$ cat src/rtl/mbx_pkg.sv
package mbx_pkg;
  localparam int unsigned DB_W       = 32;
  localparam int unsigned SLOT_BYTES = 16;  // per-core stride of set and clear windows
  localparam int unsigned CTL_BYTES  = 4;
  localparam int unsigned SLOT_SH    = $clog2(SLOT_BYTES);
  localparam int unsigned CTL_SH     = $clog2(CTL_BYTES);

  typedef enum logic [1:0] {
    REG_NONE = 2'd0,
    REG_SET  = 2'd1,
    REG_CLR  = 2'd2,
    REG_CTL  = 2'd3
  } reg_kind_e;
endpackage

$ cat src/rtl/mbx_addr_dec.sv
module mbx_addr_dec
  import mbx_pkg::*;
#(
  parameter int unsigned NUM_CORES = 4,
  parameter int unsigned ADDR_W    = 8,
  parameter int unsigned CW        = 2
) (
  input  logic [ADDR_W-1:0] addr_i,
  output reg_kind_e         kind_o,
  output logic [CW-1:0]     core_o
);
  localparam int unsigned WIN     = NUM_CORES * SLOT_BYTES;
  localparam int unsigned CTL_END = 2 * WIN + NUM_CORES * CTL_BYTES;

  logic [31:0] a;
  logic [31:0] off;

  always_comb begin
    a      = 32'(addr_i);
    off    = '0;
    kind_o = REG_NONE;
    core_o = '0;
    if (a[1:0] == 2'b00) begin
      if (a < WIN) begin
        off = a;
        if ((off & (SLOT_BYTES - 1)) == 0) begin
          kind_o = REG_SET;
          core_o = CW'(off >> SLOT_SH);
        end
      end else if (a < 2 * WIN) begin
        off = a - WIN;
        if ((off & (SLOT_BYTES - 1)) == 0) begin
          kind_o = REG_CLR;
          core_o = CW'(off >> SLOT_SH);
        end
      end else if (a < CTL_END) begin
        off    = a - 2 * WIN;
        kind_o = REG_CTL;
        core_o = CW'(off >> CTL_SH);
      end
    end
  end
endmodule

$ cat src/rtl/mbx_bank.sv
module mbx_bank
  import mbx_pkg::*;
(
  input  logic            clk_i,
  input  logic            rst_ni,
  input  logic            set_i,
  input  logic            clr_i,
  input  logic            ctl_i,
  input  logic [DB_W-1:0] wdata_i,
  output logic [DB_W-1:0] mb_o,
  output logic            en_o,
  output logic            irq_o
);
  logic [DB_W-1:0] mb_q, mb_d, set_m, clr_m;
  logic            en_q;

  assign set_m = set_i ? wdata_i : '0;
  assign clr_m = clr_i ? wdata_i : '0;
  // set applied after clear: a simultaneous set never loses a doorbell
  assign mb_d  = (mb_q & ~clr_m) | set_m;

  always_ff @(posedge clk_i or negedge rst_ni) begin
    if (!rst_ni) begin
      mb_q <= '0;
      en_q <= 1'b0;
    end else begin
      mb_q <= mb_d;
      if (ctl_i) en_q <= wdata_i[0];
    end
  end

  assign mb_o  = mb_q;
  assign en_o  = en_q;
  assign irq_o = en_q & (|mb_q);
endmodule

$ cat src/rtl/mbx_rd_port.sv
module mbx_rd_port
  import mbx_pkg::*;
#(
  parameter int unsigned NUM_CORES = 4,
  parameter int unsigned CW        = 2
) (
  input  logic                      clk_i,
  input  logic                      rst_ni,
  input  logic                      rd_i,
  input  reg_kind_e                 kind_i,
  input  logic [CW-1:0]             core_i,
  input  logic [NUM_CORES*DB_W-1:0] mb_i,
  input  logic [NUM_CORES-1:0]      en_i,
  output logic                      rvalid_o,
  output logic [DB_W-1:0]           rdata_o
);
  logic [DB_W-1:0] rd_d;

  always_comb begin
    rd_d = '0;
    unique case (kind_i)
      REG_CLR: rd_d = mb_i[core_i*DB_W +: DB_W];
      REG_CTL: rd_d = DB_W'(en_i[core_i]);
      default: rd_d = '0;
    endcase
  end

  always_ff @(posedge clk_i or negedge rst_ni) begin
    if (!rst_ni) begin
      rvalid_o <= 1'b0;
      rdata_o  <= '0;
    end else begin
      rvalid_o <= rd_i;
      rdata_o  <= rd_i ? rd_d : '0;
    end
  end
endmodule

$ cat src/rtl/mbx_doorbell.sv
module mbx_doorbell
  import mbx_pkg::*;
#(
  parameter int unsigned NUM_CORES = 4,
  parameter int unsigned ADDR_W    = 8
) (
  input  logic                 clk_i,
  input  logic                 rst_ni,
  input  logic                 req_i,
  input  logic                 we_i,
  input  logic [ADDR_W-1:0]    addr_i,
  input  logic [DB_W-1:0]      wdata_i,
  output logic                 rvalid_o,
  output logic [DB_W-1:0]      rdata_o,
  output logic [NUM_CORES-1:0] irq_o
);
  localparam int unsigned CW = (NUM_CORES > 1) ? $clog2(NUM_CORES) : 1;

  reg_kind_e                 kind;
  logic [CW-1:0]             core;
  logic                      wr, rd;
  logic [NUM_CORES*DB_W-1:0] mb_flat;
  logic [NUM_CORES-1:0]      en_vec;

  assign wr = req_i & we_i;
  assign rd = req_i & ~we_i;

  mbx_addr_dec #(.NUM_CORES(NUM_CORES), .ADDR_W(ADDR_W), .CW(CW)) u_dec (
    .addr_i (addr_i),
    .kind_o (kind),
    .core_o (core)
  );

  for (genvar c = 0; c < NUM_CORES; c++) begin : g_core
    logic hit;
    assign hit = wr && (core == CW'(c));
    mbx_bank u_bank (
      .clk_i   (clk_i),
      .rst_ni  (rst_ni),
      .set_i   (hit && (kind == REG_SET)),
      .clr_i   (hit && (kind == REG_CLR)),
      .ctl_i   (hit && (kind == REG_CTL)),
      .wdata_i (wdata_i),
      .mb_o    (mb_flat[c*DB_W +: DB_W]),
      .en_o    (en_vec[c]),
      .irq_o   (irq_o[c])
    );
  end

  mbx_rd_port #(.NUM_CORES(NUM_CORES), .CW(CW)) u_rd (
    .clk_i    (clk_i),
    .rst_ni   (rst_ni),
    .rd_i     (rd),
    .kind_i   (kind),
    .core_i   (core),
    .mb_i     (mb_flat),
    .en_i     (en_vec),
    .rvalid_o (rvalid_o),
    .rdata_o  (rdata_o)
  );
endmodule

$ cat config.mk
export PLATFORM = sky130hd
export DESIGN_NAME = mbx_doorbell
export DESIGN_NICKNAME = d
export VERILOG_FILES = /design/src/rtl/mbx_pkg.sv /design/src/rtl/mbx_addr_dec.sv /design/src/rtl/mbx_bank.sv /design/src/rtl/mbx_rd_port.sv /design/src/rtl/mbx_doorbell.sv
export SDC_FILE = /design/constraint.sdc
export NUM_CORES = 1
export LEC_CHECK = 0
export BUFFER_PORTS_ARGS = -buffer_cell sky130_fd_sc_hd__buf_2
export CORE_UTILIZATION = 53
export CTS_CLUSTER_SIZE = 30
export DETAILED_ROUTE_END_ITERATION = 12
export GPL_TIMING_DRIVEN = 0
export PLACE_DENSITY = 0.87
export SETUP_SLACK_MARGIN = 0.3
export SLEW_MARGIN = 20
export SYNTH_ARGS = -nofsm -noshare
export SYNTH_HDL_FRONTEND = slang
export SYNTH_HIERARCHICAL = 1
export SYNTH_SLANG_ARGS = --single-unit
export TNS_END_PERCENT = 100
$ cat constraint.sdc
create_clock -name clk_i -period 1.2 [get_ports clk_i]
set_input_delay 0.06 -clock clk_i [delete_from_list [all_inputs] [get_ports clk_i]]
set_output_delay 0.06 -clock clk_i [all_outputs]
set_load 0.005 [all_outputs]
==> flow_metrics.tcl <==
set metrics [dict create \
    wl_microns 33900 \
    p_comb_share_pct 10.0 \
    num_rows 43 \
    gp_congestion 0.910 \
    maxSlewHeadroom_pct 56.2 \
    yosys.area_share.simple_pct 15.4 \
    finalMaxSlewViolations 0 \
    cts_buffer_depth 2 \
    clk_latency_ns 0.44 \
    muxShareOfSynthArea_pct 10.6 \
    io_pins 81 \
    yosys_warnings 6 \
    nets 882 \
    portBuffers 80 \
    top_usage_layer "met2" \
    drt_iter0_drc 1110 \
    hold_viol_final 70 \
    dr.pass1.iters 6 \
    postCtsHoldBufs 31 \
    p_sw_mw 3.26 \
    pwr-share-clk_pct 46.9 \
    max_cap_viol_count 0 \
    p_leak_nw 5.32 \
    grt-ovfl-total 0 \
    cts_tree "built" \
    met3_usage_pct 10.8 \
    synth_fa_ha_area_share_pct 0 \
    grt_pass1_vias 7174 \
    synth_top_family_by_area "compound AO/OA/AOI/OAI gates" \
    yosysSeqAreaShare_pct 54.4 \
    vdd_ir_drop_max_v 0.00121 \
    ant_nets 0 \
    cp-start-kind "flop" \
    max_stage_delay_ns 0.64 \
    synth_nets 650 \
    routedWlPerCell_microns 32.9 \
    crit_required_ns 1.14 \
    reg2reg_slack_ns -0.16 \
    arrival_ns 2.15 \
    crit_type "reg -> out" \
    hold_ws_ns -0.433 \
    final-setup-viol-count 168 \
    seq_power_share_pct 43.0 \
    end_kind "primary output" \
    synthXorXnorAreaFrac_pct 0 \
    grt_pass1_wl_microns 42500 \
    via_per_inst 7.40 \
    p_int_mw 10.6 \
    drive_above_1_share_pct 51.1 \
    met2_usage_pct 63.7 \
    min_period_over_period_pct 184 \
    clock_skew_ns 0.00942 \
    vias 7625 \
    crit_family "simple AND/OR/NAND/NOR gates" \
    crit_chain "nor4_2, nand4_1, o21a_1, buf_2" \
    preCtsSetupSlack_ns -1.38 \
    synth_compound_area_share_pct 15.7 \
    p_per_area_nw_per_um2 1180 \
    synth_area_sq_um 7590 \
    p_total_mw 13.9 \
    core_area_sq_um 13900 \
    netlist_instances 606 \
    fin_ws_ns -1.01 \
    die_h_microns 122 \
    start_util_pct 54.4 \
    dpl.hpwl_microns 13700 \
    cp_slowest_cell "nor4_2" \
    grtUsageMet1_pct 47.3 \
    placed_area_sq_um 8300 \
    p_sw_share_pct 23.6 \
    hold_path_class "in -> async" \
    area_delta_synth_final_pct 54.6 \
    htreeDepth 4 \
    antenna_found_initial 1 \
    die_area_sq_um 14800 \
    cp_max_fo 3 \
    status "finished with violations" \
    finalCriticalPeriod_ns 2.21 \
    synth_seq_cells 165 \
    cts_buffers 17 \
    grt_usage_pct 39.9 \
    max_freq_mhz 452 \
    fin_util_pct 84.2 \
    die_w_microns 122 \
    yosysUniqueCellTypes 34 \
    cts-root-buf "clkbuf_16" \
    syn_avg_cell_area_sq_um 12.5 \
    cts.clk_slew.worst_paths_ns 0.06 \
    violations "hold timing, setup timing" \
    cp_num_buf_inv 1 \
    finalInstanceArea_sq_um 11700 \
    worstMarginPinSlew_ns 0.652 \
    grt_setup_unrepaired "yes" \
    cts_sinks 165 \
    drc 0 \
    grt_max_degree 96 \
]
## placed cells by master (no fill, tap or decap), types with 2 or more instances in the layout
master,Yosys,final
nor2b_4,1,21
o22ai_4,0,2
mux2_4,0,4
clkbuf_16,0,23
nand2_4,0,21
buf_8,0,34
buf_16,0,9
or3b_4,0,2
buf_6,13,40
nand2_2,0,57
or4b_4,1,2
or3b_2,4,3
o21a_1,4,4
nor4_1,28,9
nand4_1,9,9
nand4b_1,2,2
dlygate4sd3_1,0,31
buf_12,3,22
nor3_4,0,2
nand2_1,130,52
dfrtp_1,165,164
nor4_2,5,14
bufinv_16,0,6
nor2_4,0,6
nor4_4,0,10
buf_4,0,30
a22o_1,128,128
nor2_2,0,3
nor2b_1,30,10
clkbuf_8,0,5
mux4_2,28,32
buf_2,15,76
## cell usage after synthesis (all sizes together)
master | number | area, sq um
a22o | 128 | 1120
nand2 | 130 | 488
or4b | 2 | 23.8
and2b | 1 | 7.51
nand2b | 2 | 12.5
mux4 | 32 | 736
mux2i | 1 | 10.0
dfrtp | 165 | 4130
nor2 | 10 | 37.5
or3b | 5 | 43.8
nor2b | 31 | 201
nand4 | 9 | 56.3
nand4b | 2 | 17.5
buf | 31 | 282
mux2 | 5 | 56.3
nor4 | 33 | 238
nor3 | 3 | 15.0
a2111oi | 1 | 15.0
or3 | 1 | 6.26
o21a | 4 | 30.0
and3 | 1 | 6.26
a211oi | 1 | 12.5
nor3b | 1 | 7.51
or2 | 1 | 6.26
o22ai | 2 | 12.5
clkbuf | 4 | 16.3
## registers in the layout, indices dropped and copies added, names as in the netlist
signal,count
g_core.u_bank/en_o,4
u_rd/rvalid_o,1
g_core.u_bank/mb_o,128
u_rd/rdata_o,32
## metrics by stage
step           cells  setup TNS [ns]
4_1_cts         1003          -88.33
3_5_place_dp     867         -207.18
2_1_floorplan    606         -118.66
6_report        1031         -116.28
5_1_grt         1030         -120.51
3_3_place_gp     866         -554.49
## layout make-up
class,instances,area (sq um)
Antenna cell,1,2.50
Clock buffer,23,498
Buffer,35,542
Tap cell,180,225
Timing Repair Buffer,213,2170
Fill cell,593,2200
Clock inverter,8,193
Multi-Input combinational cell,406,3970
Sequential cell,165,4130
## metal layers
| layer | vias to the layer above | share of wire (%) |
|---|---|---|
| met3 | 264 | 12 |
| li1 | 2774 | - |
| met5 | - | 0 |
| met2 | 853 | 46 |
| met4 | 0 | 8.8 |
| met1 | 3734 | 33 |
## power groups by stage
stage | sequential, mW | combinational [mW] | clock, mW
CTS | 5.91 | 1.18 | 6.40
detailed placement | 5.99 | 0.913 | 0
global placement | 5.98 | 0.847 | 0
floorplan | 5.93 | 0.479 | 0
global route | 5.97 | 1.43 | 6.72
finish | 5.96 | 1.39 | 6.50
## path summary, 6_finish.rpt
| check | startpoint | to | depth (start not counted) |
|---|---|---|---|
| hold reg to reg | g_core[1].u_bank/mb_o[1] | g_core[1].u_bank/mb_o[1] | 1 |
| min in group clk_i | wdata_i[20] | g_core[2].u_bank/mb_o[20] | 3 |
| max in group asynchronous | rst_ni | u_rd/rdata_o[7] | 2 |
| hold / removal | rst_ni | g_core[0].u_bank/mb_o[23] | 1 |
| setup / recovery | g_core[1].u_bank/mb_o[13] | irq_o[1] | 4 |
| setup reg to reg | g_core[2].u_bank/mb_o[6] | u_rd/rdata_o[6] | 3 |
## kinds of logic (layout without fill, tap and decap cells)
kind of cell	after synthesis	after routing
simple gates	232	232
buf+inv	35	279
mux	38	38
other cells	0	1
compound gates	136	136
flops	165	165
## timing repair
item / 4_1_cts / 5_1_grt
gates resized for setup: 222 / 121
pin swaps: 89 / 61
cloned: 21 / 6
buffers inserted: 53 / 21
endpoints found under the hold margin: 180 / 70
endpoints found under the setup margin: 201 / 201
No activity file was read; power rests on OpenSTA's default activity.
